**src/rtl/bkpt_pkg.sv**
```systemverilog
package bkpt_pkg;
  localparam int unsigned MAX_CMP  = 4;
  localparam int unsigned CADDR_W  = 27;  // address bits 28:2

  typedef enum logic [1:0] {
    MATCH_NONE = 2'b00,
    MATCH_LO   = 2'b01,
    MATCH_HI   = 2'b10,
    MATCH_BOTH = 2'b11
  } match_e;

  typedef struct packed {
    logic [1:0]         match;
    logic [CADDR_W-1:0] addr;
    logic               en;
  } cmp_cfg_t;

  function automatic cmp_cfg_t cfg_from_word(logic [31:0] d);
    cmp_cfg_t c;
    c.match = d[31:30];
    c.addr  = d[28:2];
    c.en    = d[0];
    return c;
  endfunction

  function automatic logic [31:0] cfg_to_word(cmp_cfg_t c);
    return {c.match, 1'b0, c.addr, 1'b0, c.en};
  endfunction
endpackage

```
**src/rtl/bkpt_ctrl.sv**
```systemverilog
module bkpt_ctrl (
  input  logic        clk_i,
  input  logic        rst_ni,
  input  logic        wr_i,
  input  logic [31:0] wdata_i,
  output logic        en_o
);
  logic en_q;

  always_ff @(posedge clk_i or negedge rst_ni) begin
    if (!rst_ni)                en_q <= 1'b0;
    else if (wr_i && wdata_i[1]) en_q <= wdata_i[0];
  end

  assign en_o = en_q;


  unkeyed_write_ignored_chk: assert property (@(posedge clk_i) disable iff (!rst_ni)
    (wr_i && !wdata_i[1]) |=> $stable(en_o));


  keyed_write_loads_chk: assert property (@(posedge clk_i) disable iff (!rst_ni)
    (wr_i && wdata_i[1]) |=> (en_o == $past(wdata_i[0])));
endmodule

```
**src/rtl/bkpt_cmp.sv**
```systemverilog
module bkpt_cmp
  import bkpt_pkg::*;
(
  input  logic        clk_i,
  input  logic        rst_ni,
  input  logic        wr_i,
  input  logic [31:0] wdata_i,
  input  logic        glob_en_i,
  input  logic        fetch_valid_i,
  input  logic [31:0] fetch_addr_i,
  output cmp_cfg_t    cfg_o,
  output logic        hit_o
);
  cmp_cfg_t cfg_q;
  logic     word_eq;
  logic     half_ok;

  always_ff @(posedge clk_i or negedge rst_ni) begin
    if (!rst_ni)   cfg_q <= '0;
    else if (wr_i) cfg_q <= cfg_from_word(wdata_i);
  end

  assign word_eq = (fetch_addr_i[28:2] == cfg_q.addr);

  always_comb begin
    unique case (match_e'(cfg_q.match))
      MATCH_LO:   half_ok = !fetch_addr_i[1];
      MATCH_HI:   half_ok =  fetch_addr_i[1];
      MATCH_BOTH: half_ok = 1'b1;
      default:    half_ok = 1'b0;
    endcase
  end

  assign hit_o = fetch_valid_i && glob_en_i && cfg_q.en && word_eq && half_ok;
  assign cfg_o = cfg_q;


  cfg_hold_chk: assert property (@(posedge clk_i) disable iff (!rst_ni)
    !wr_i |=> $stable(cfg_o));


  hit_needs_cfg_chk: assert property (@(posedge clk_i) disable iff (!rst_ni)
    hit_o |-> (cfg_o.en && cfg_o.match != 2'b00));
endmodule

```
**src/rtl/bkpt_unit.sv**
```systemverilog
module bkpt_unit
  import bkpt_pkg::*;
#(
  parameter int unsigned NUM_CMP = 4,
  parameter int unsigned REG_AW  = 6
) (
  input  logic              clk_i,
  input  logic              rst_ni,
  input  logic              reg_we_i,
  input  logic [REG_AW-1:0] reg_addr_i,
  input  logic [31:0]       reg_wdata_i,
  output logic [31:0]       reg_rdata_o,
  input  logic              fetch_valid_i,
  input  logic [31:0]       fetch_addr_i,
  output logic              bkpt_hit_o
);
  localparam int unsigned IDX_W    = REG_AW - 2;
  localparam int unsigned CTRL_IDX = 0;
  localparam int unsigned CMP_BASE = 4;

  logic [IDX_W-1:0]   idx;
  logic               glob_en;
  logic [NUM_CMP-1:0] cmp_hit;
  cmp_cfg_t           cmp_cfg [NUM_CMP];

  assign idx = reg_addr_i[REG_AW-1:2];

  bkpt_ctrl u_ctrl (
    .clk_i   (clk_i),
    .rst_ni  (rst_ni),
    .wr_i    (reg_we_i && idx == IDX_W'(CTRL_IDX)),
    .wdata_i (reg_wdata_i),
    .en_o    (glob_en)
  );

  for (genvar k = 0; k < NUM_CMP; k++) begin : g_cmp
    bkpt_cmp u_cmp (
      .clk_i         (clk_i),
      .rst_ni        (rst_ni),
      .wr_i          (reg_we_i && idx == IDX_W'(CMP_BASE + k)),
      .wdata_i       (reg_wdata_i),
      .glob_en_i     (glob_en),
      .fetch_valid_i (fetch_valid_i),
      .fetch_addr_i  (fetch_addr_i),
      .cfg_o         (cmp_cfg[k]),
      .hit_o         (cmp_hit[k])
    );
  end

  always_comb begin
    reg_rdata_o = '0;
    if (idx == IDX_W'(CTRL_IDX))
      reg_rdata_o = {24'd0, 4'(NUM_CMP), 3'b000, glob_en};
    for (int k = 0; k < NUM_CMP; k++)
      if (idx == IDX_W'(CMP_BASE + k)) reg_rdata_o = cfg_to_word(cmp_cfg[k]);
  end

  assign bkpt_hit_o = |cmp_hit;


  no_hit_without_valid_chk: assert property (@(posedge clk_i) disable iff (!rst_ni)
    !fetch_valid_i |-> !bkpt_hit_o);


  hit_needs_glob_en_chk: assert property (@(posedge clk_i) disable iff (!rst_ni)
    bkpt_hit_o |-> glob_en);


  hit_or_chk: assert property (@(posedge clk_i) disable iff (!rst_ni)
    (cmp_hit != '0) |-> bkpt_hit_o);
endmodule

```
**config.mk**
```make
export PLATFORM = sky130hd
export DESIGN_NAME = bkpt_unit
export DESIGN_NICKNAME = d
export VERILOG_FILES = /design/src/rtl/bkpt_pkg.sv /design/src/rtl/bkpt_ctrl.sv /design/src/rtl/bkpt_cmp.sv /design/src/rtl/bkpt_unit.sv
export SDC_FILE = /design/constraint.sdc
export NUM_CORES = 1
export LEC_CHECK = 0
export ABC_AREA = 1
export ABC_CLOCK_PERIOD_IN_PS = 1600
export CORE_AREA = 2 2 105 208
export CTS_CLUSTER_SIZE = 16
export DETAILED_ROUTE_END_ITERATION = 12
export DIE_AREA = 0 0 107 210
export PLACE_DENSITY = 0.66
export SYNTH_ARGS = -nofsm -noshare
export SYNTH_HDL_FRONTEND = slang
export SYNTH_SLANG_ARGS = --single-unit
```
**constraint.sdc**
```tcl
create_clock -name clk_i -period 1.6 [get_ports clk_i]
set_input_delay 0.16 -clock clk_i [delete_from_list [all_inputs] [get_ports clk_i]]
set_output_delay 0.16 -clock clk_i [all_outputs]
set_load 0.01 [all_outputs]
```
==> flow_metrics.env, run 1 <==
export IMPL_status="finished, violations left"
export IMPL_violations="setup timing"
export IMPL_pre_cts_slack_ns=-1.02
export IMPL_port_buffers=97
export IMPL_rr_endpoint="g_cmp[0].u_cmp.cfg_o[12]"
export IMPL_arrival_ns=1.88
export IMPL_avgSynthCellArea_sq_um=6.57
export IMPL_dr_wl_met2_um=14200
export IMPL_synth_adder_area_share=0
export IMPL_reg2reg_depth=4
export IMPL_rows=75
export IMPL_viasPerCell=4.81
export IMPL_core_sq_um=20900
export IMPL_antenna_found_initial=0
export IMPL_synth_xor_area_frac=0.0233
export IMPL_drtIter0Drc=490
export IMPL_syn2layout_area_growth_pct=51.9
export IMPL_ctsHtreeMaxLevel=4
export IMPL_wl_per_cell_um=16.7
export IMPL_cp_end_kind="output pin"
export IMPL_crit_type="reg -> out"
export IMPL_fin_crit_ns=2.04
export IMPL_fin_nets=1443
export IMPL_layout_setup_ws_ns=-0.438
export IMPL_final_antenna_net_count=0
export IMPL_firstDrtPassIters=5
export IMPL_num_io_pins=107
export IMPL_crit_required_ns=1.44
export IMPL_cts_root_buf="clkbuf_16"
export IMPL_ctsLongestPathBuffers=2
export IMPL_yosysWarnings=0
export IMPL_finalClockSkew_ns=0
export IMPL_die_area_sq_um=22500
export IMPL_via_count=7942
export IMPL_regToRegStartpoint="g_cmp[0].u_cmp.cfg_o[12]"
export IMPL_final_util=0.519
export IMPL_min_path_type="in -> async"
export IMPL_hold_viol=0
export IMPL_globalplace_congestion=1.05
export IMPL_cts_tree="done"
export IMPL_synth_simple_area_share=0.308
export IMPL_drc=0
export IMPL_antennaDiodeCount=0
export IMPL_clock_latency_ns=0.43
export IMPL_grt_pass1_vias=7963
export IMPL_hpwl_um=21000
export IMPL_initial_core_util=0.342
export IMPL_p_per_area_nw_per_um2=1100
export IMPL_r2r_slack_ns=0.70
export IMPL_grt_usage=0.252
export IMPL_synth_seq_cells=121
export IMPL_finalSetupTns_ns=-0.475
export IMPL_overflow=0
export IMPL_startpoint_type="register"
export IMPL_finalSetupViolCount=3
export IMPL_slew_violations=0
export IMPL_drv_cap=0
export IMPL_syn_area_sq_um=7150
export IMPL_placed_cell_area_sq_um=9870
export IMPL_synth_compound_area_frac=0.137
export IMPL_die_x_um=107
export IMPL_max_freq_mhz=491
export IMPL_cts_buffers=17
export IMPL_met3_length_um=1240
export IMPL_drive_gt1_frac=0.258
export IMPL_wl_met1_um=9870
export IMPL_power_leakage_nw=5.69
export IMPL_worst_path_max_fanout=2
export IMPL_rsz0062_at_grt="true"
export IMPL_synthCells=1088
export IMPL_synth_top_family_by_area="simple AND/OR/NAND/NOR gates"
export IMPL_final_period_utilization=1.27
export IMPL_path_clk_slew_ns=0.05
export IMPL_postLayoutCellArea_sq_um=10900
export IMPL_worst_ir_drop_vdd_uv=529
export IMPL_yosysSeqAreaShare=0.424
export IMPL_routed_top_layer="met4"
export IMPL_clock_sinks=121
export IMPL_grt_max_degree=54
export IMPL_grt_pass1_wl_um=42100
export IMPL_synth_distinct_cells=23
export IMPL_routed_wl_um=27600
export IMPL_die_h_um=210
export IMPL_synth_mux_area_frac=0
worst max-delay path by stage:
stage | startpoint | end | cells past startpoint
floorplan | g_cmp[0].u_cmp.cfg_o[19] | bkpt_hit_o | 7
global route | g_cmp[0].u_cmp.cfg_o[7] | bkpt_hit_o | 11
CTS | g_cmp[3].u_cmp.cfg_o[2] | bkpt_hit_o | 9
global placement | fetch_addr_i[14] | bkpt_hit_o | 10
detailed placement | fetch_addr_i[14] | bkpt_hit_o | 10
finish | g_cmp[1].u_cmp.cfg_o[16] | bkpt_hit_o | 8
timing repair:
action	4_1_cts	5_1_grt
hold buffers	1	0
setup endpoints to repair	31	24
endpoints found under the hold margin	22	0
pin swaps	24	37
buffers inserted	7	14
cloned	0	0
resized for setup	215	71
registers in the layout, summed over array words and instances, names as in the netlist:
name,count
u_ctrl.en_o,1
g_cmp.u_cmp.cfg_o,120
placed cells by master, fill, tap and decap left out, drive strengths merged, types with 2 or more instances in the layout:
| cell type | Yosys | layout |
|---|---|---|
| inv | 154 | 154 |
| a21oi | 12 | 12 |
| clkdlybuf4s50 | 0 | 57 |
| o2111ai | 16 | 16 |
| bufinv | 0 | 3 |
| xor2 | 6 | 6 |
| nand2 | 484 | 484 |
| xnor2 | 13 | 13 |
| conb | 1 | 2 |
| nor2 | 72 | 72 |
| or2 | 2 | 2 |
| clkbuf | 17 | 22 |
| clkinv | 0 | 2 |
| dfrtp | 121 | 121 |
| o21ai | 156 | 156 |
| nand3 | 9 | 9 |
| clkinvlp | 0 | 6 |
| dlymetal6s2s | 0 | 3 |
| buf | 19 | 234 |
| nand4 | 5 | 5 |
per-stage QoR:
stage | std cells | hold slack (ns) | total power, mW
global placement | 1605 | 0.0931 | 7.57
finish | 1651 | 0.193 | 12.0
floorplan | 1089 | -0.136 | 5.60
global route | 1651 | 0.239 | 12.6
detailed placement | 1605 | 0.0998 | 7.64
CTS | 1642 | 0.196 | 11.8
cells by family after synthesis:
kind of cell,after synthesis
flops,121
xor+xnor,19
compound gates,184
other cells,1
buf+inv,190
simple gates,573
report_power, final:
part           switching [mW]  total (mW)  internal [mW]  leakage [nW]
logic                    1.89        3.72           1.83          3.87
clock network            1.46        4.02           2.56         0.283
registers               0.517        4.21           3.69          1.54
critical path, stage by stage, from the launching register on:
cell and delay, ns:
dfrtp_1 0.40, xnor2_2 0.29, nand3_1 0.14, nor2_2 0.17
nand2_1 0.07, nor2_1 0.10, nor2_1 0.05, nand2_1 0.09
buf_2 0.14
cell type report:
cell class,count,area (sq um)
clock inverter,11,145
inverter,154,583
tap,269,337
fill,2014,10100
sequential,121,3030
clock buffer,21,470
multi-input combinational,778,3680
timing repair buffer,297,2620
cells in the mapped netlist:
cell type / n / area [sq um]
buf_4: 4 / 30.0
nand3_1: 9 / 45.0
inv_2: 4 / 15.0
or2_2: 2 / 12.5
buf_2: 12 / 60.1
nor2_1: 72 / 270
a21oi_1: 12 / 60.1
o21ai_1: 31 / 155
nand2_4: 1 / 11.3
nand4_1: 4 / 25.0
o2111ai_1: 16 / 140
clkbuf_1: 17 / 63.8
conb_1: 1 / 3.75
o21ai_0: 125 / 626
xor2_1: 6 / 52.6
buf_6: 3 / 33.8
nand2_1: 481 / 1810
inv_1: 150 / 563
nand4_2: 1 / 12.5
nand2_2: 2 / 12.5
xnor2_1: 13 / 114
nor3_2: 1 / 10.0
dfrtp_1: 121 / 3030
layer usage:
layer,vias up,track usage
met5,-,0
met4,0,0.201
met3,89,0.0359
met2,262,0.437
met1,3683,0.268
li1,3908,-
Note: power is estimated with default switching activity, not from simulation.
==> run 2, diff against run 1 <==
--- a/config.mk
+++ b/config.mk
@@ -8,10 +8,12 @@
 export ABC_AREA = 1
 export ABC_CLOCK_PERIOD_IN_PS = 1600
 export CORE_AREA = 2 2 105 208
+export CTS_CLUSTER_DIAMETER = 150
 export CTS_CLUSTER_SIZE = 16
 export DETAILED_ROUTE_END_ITERATION = 12
 export DIE_AREA = 0 0 107 210
 export PLACE_DENSITY = 0.66
+export SKIP_LAST_GASP = 1
 export SYNTH_ARGS = -nofsm -noshare
 export SYNTH_HDL_FRONTEND = slang
 export SYNTH_SLANG_ARGS = --single-unit
==> run 2 against run 1 <==
Compared with the run above: the flow still finishes with violations (setup timing); critical endpoint unchanged; sequential power is essentially flat; die area is the same; global-route usage is the same.
==> flow_metrics.env, run 2 (synthesis gave the netlist of run 1 again) <==
export IMPL_status="finished, violations left"
export IMPL_violations="setup timing"
export IMPL_initial_core_util=0.342
export IMPL_drive_gt1_frac=0.260
export IMPL_drtIter0Drc=474
export IMPL_via_count=8012
export IMPL_clock_sinks=121
export IMPL_final_period_utilization=1.26
export IMPL_grt_pass1_wl_um=42100
export IMPL_ctsLongestPathBuffers=2
export IMPL_cts_tree="done"
export IMPL_die_h_um=210
export IMPL_grt_pass1_vias=7954
export IMPL_wl_met1_um=9940
export IMPL_largest_reg_flops=120
export IMPL_placed_cell_area_sq_um=9870
export IMPL_core_sq_um=20900
export IMPL_hold_viol=0
export IMPL_cp_slowest_cell="dfrtp_1"
export IMPL_drv_cap=0
export IMPL_routed_top_layer="met4"
export IMPL_postLayoutCellArea_sq_um=11000
export IMPL_crit_required_ns=1.44
export IMPL_cp_end_kind="output pin"
export IMPL_die_area_sq_um=22500
export IMPL_cts_root_buf="clkbuf_16"
export IMPL_fillers=2005
export IMPL_dr_wl_met2_um=14500
export IMPL_final_cell_mix="nand2_1, buf_4, inv_1"
export IMPL_antenna_found_initial=0
export IMPL_wl_per_cell_um=16.9
export IMPL_globalplace_congestion=1.05
export IMPL_rsz0062_at_grt="true"
export IMPL_overflow=0
export IMPL_ctsHtreeMaxLevel=4
export IMPL_grt_usage=0.252
export IMPL_routed_wl_um=28100
export IMPL_antennaDiodeCount=0
export IMPL_hpwl_um=21000
export IMPL_cts_buffers=17
export IMPL_met3_length_um=1280
export IMPL_min_path_type="in -> async"
export IMPL_final_util=0.523
export IMPL_cp_num_buf_inv=2
export IMPL_final_antenna_net_count=0
export IMPL_power_leakage_nw=5.73
export IMPL_fin_nets=1451
export IMPL_cpMostUsedCell="nand2_1"
export IMPL_finalSetupViolCount=4
export IMPL_num_io_pins=107
export IMPL_die_x_um=107
export IMPL_critPathMaxStageDelay_ns=0.39
export IMPL_finalClockSkew_ns=0
export IMPL_fin_crit_ns=2.01
export IMPL_crit_type="reg -> out"
export IMPL_worst_ir_drop_vdd_uv=528
export IMPL_p_total_mw=12.0
export IMPL_startpoint_type="register"
export IMPL_viasPerCell=4.83
export IMPL_layoutNonFillerInstCount=1659
export IMPL_slew_violations=0
export IMPL_port_buffers=97
export IMPL_critPathTopFamily="simple AND/OR/NAND/NOR gates"
export IMPL_arrival_ns=1.85
export IMPL_path_cells="inv_2 > nand2_1 > nand2_1 > nor2_1 > nand2_1 > nor2_2 > nand2_1 > nor2_1 > nor2_1 > nand2_1 > buf_2"
export IMPL_p_per_area_nw_per_um2=1100
export IMPL_drc=0
export IMPL_rows=75
export IMPL_max_freq_mhz=498
export IMPL_grt_max_degree=54
export IMPL_layout_setup_ws_ns=-0.408
export IMPL_final_common_cell="nand2_1"
export IMPL_dp_cells=1605
export IMPL_path_clk_slew_ns=0.05
export IMPL_syn2layout_area_growth_pct=53.2
export IMPL_worst_path_max_fanout=3
export IMPL_firstDrtPassIters=5
export IMPL_clock_latency_ns=0.42
[run 2: cell types whose count changed in the layout (fill, tap and decap cells not counted), sizes merged]
| cell | delta |
|---|---|
| buf | +7 |
| inv | -1 |
| clkinv | +1 |
| clkbuf | +1 |
[run 2: power breakdown]
group | total, mW | switching [mW] | internal, mW
logic | 3.77 | 1.91 | 1.86
clock network | 4.02 | 1.46 | 2.56
registers | 4.21 | 0.521 | 3.69
[run 2: cell type report]
type	instances	area [sq um]	share of cell area
inverter	154	586	0.0535
clock buffer	21	470	0.0430
tap	269	337	0.0307
sequential	121	3030	0.276
multi-input combinational	778	3690	0.337
clock inverter	11	145	0.0133
timing repair buffer	305	2700	0.247
[run 2: repair_timing]
action / in CTS / in global routing
endpoints found under the setup margin: 31 / 30
gates resized for setup: 209 / 80
pin swaps: 23 / 38
buffers inserted: 7 / 22
endpoints found under the hold margin: 22 / 0
gates cloned: 0 / 1
hold buffers: 1 / 0
[run 2: path summary, 6_finish.rpt]
kind                                           from  cells after the start                  endpoint  slack [ns]
min in group clk_i                    reg_addr_i[4]                      5               u_ctrl.en_o        0.24
hold / removal                               rst_ni                      2   g_cmp[2].u_cmp.cfg_o[2]        0.20
max in group asynchronous                    rst_ni                      3  g_cmp[1].u_cmp.cfg_o[16]        0.74
hold reg to reg            g_cmp[1].u_cmp.cfg_o[22]                      2  g_cmp[1].u_cmp.cfg_o[22]        0.51
setup reg to reg           g_cmp[0].u_cmp.cfg_o[12]                      4  g_cmp[0].u_cmp.cfg_o[12]        0.70
setup / recovery           g_cmp[1].u_cmp.cfg_o[12]                     11                bkpt_hit_o       -0.41
[run 2: stage by stage]
stage / hold WS [ns] / TNS [ns] / worst slack, ns
after floorplan: -0.136 / 0 / 0.413
after global placement: 0.0931 / -50.60 / -1.08
after detailed placement: 0.0998 / -54.74 / -1.02
after CTS: 0.196 / -0.519 / -0.431
after global routing: 0.239 / -0.851 / -0.518
final: 0.197 / -0.483 / -0.408
[run 2: routing by layer]
metal | track usage | up-vias
met4 | 0.201 | 0
met2 | 0.437 | 287
met1 | 0.268 | 3708
met5 | 0 | -
li1 | - | 3922
met3 | 0.0359 | 95
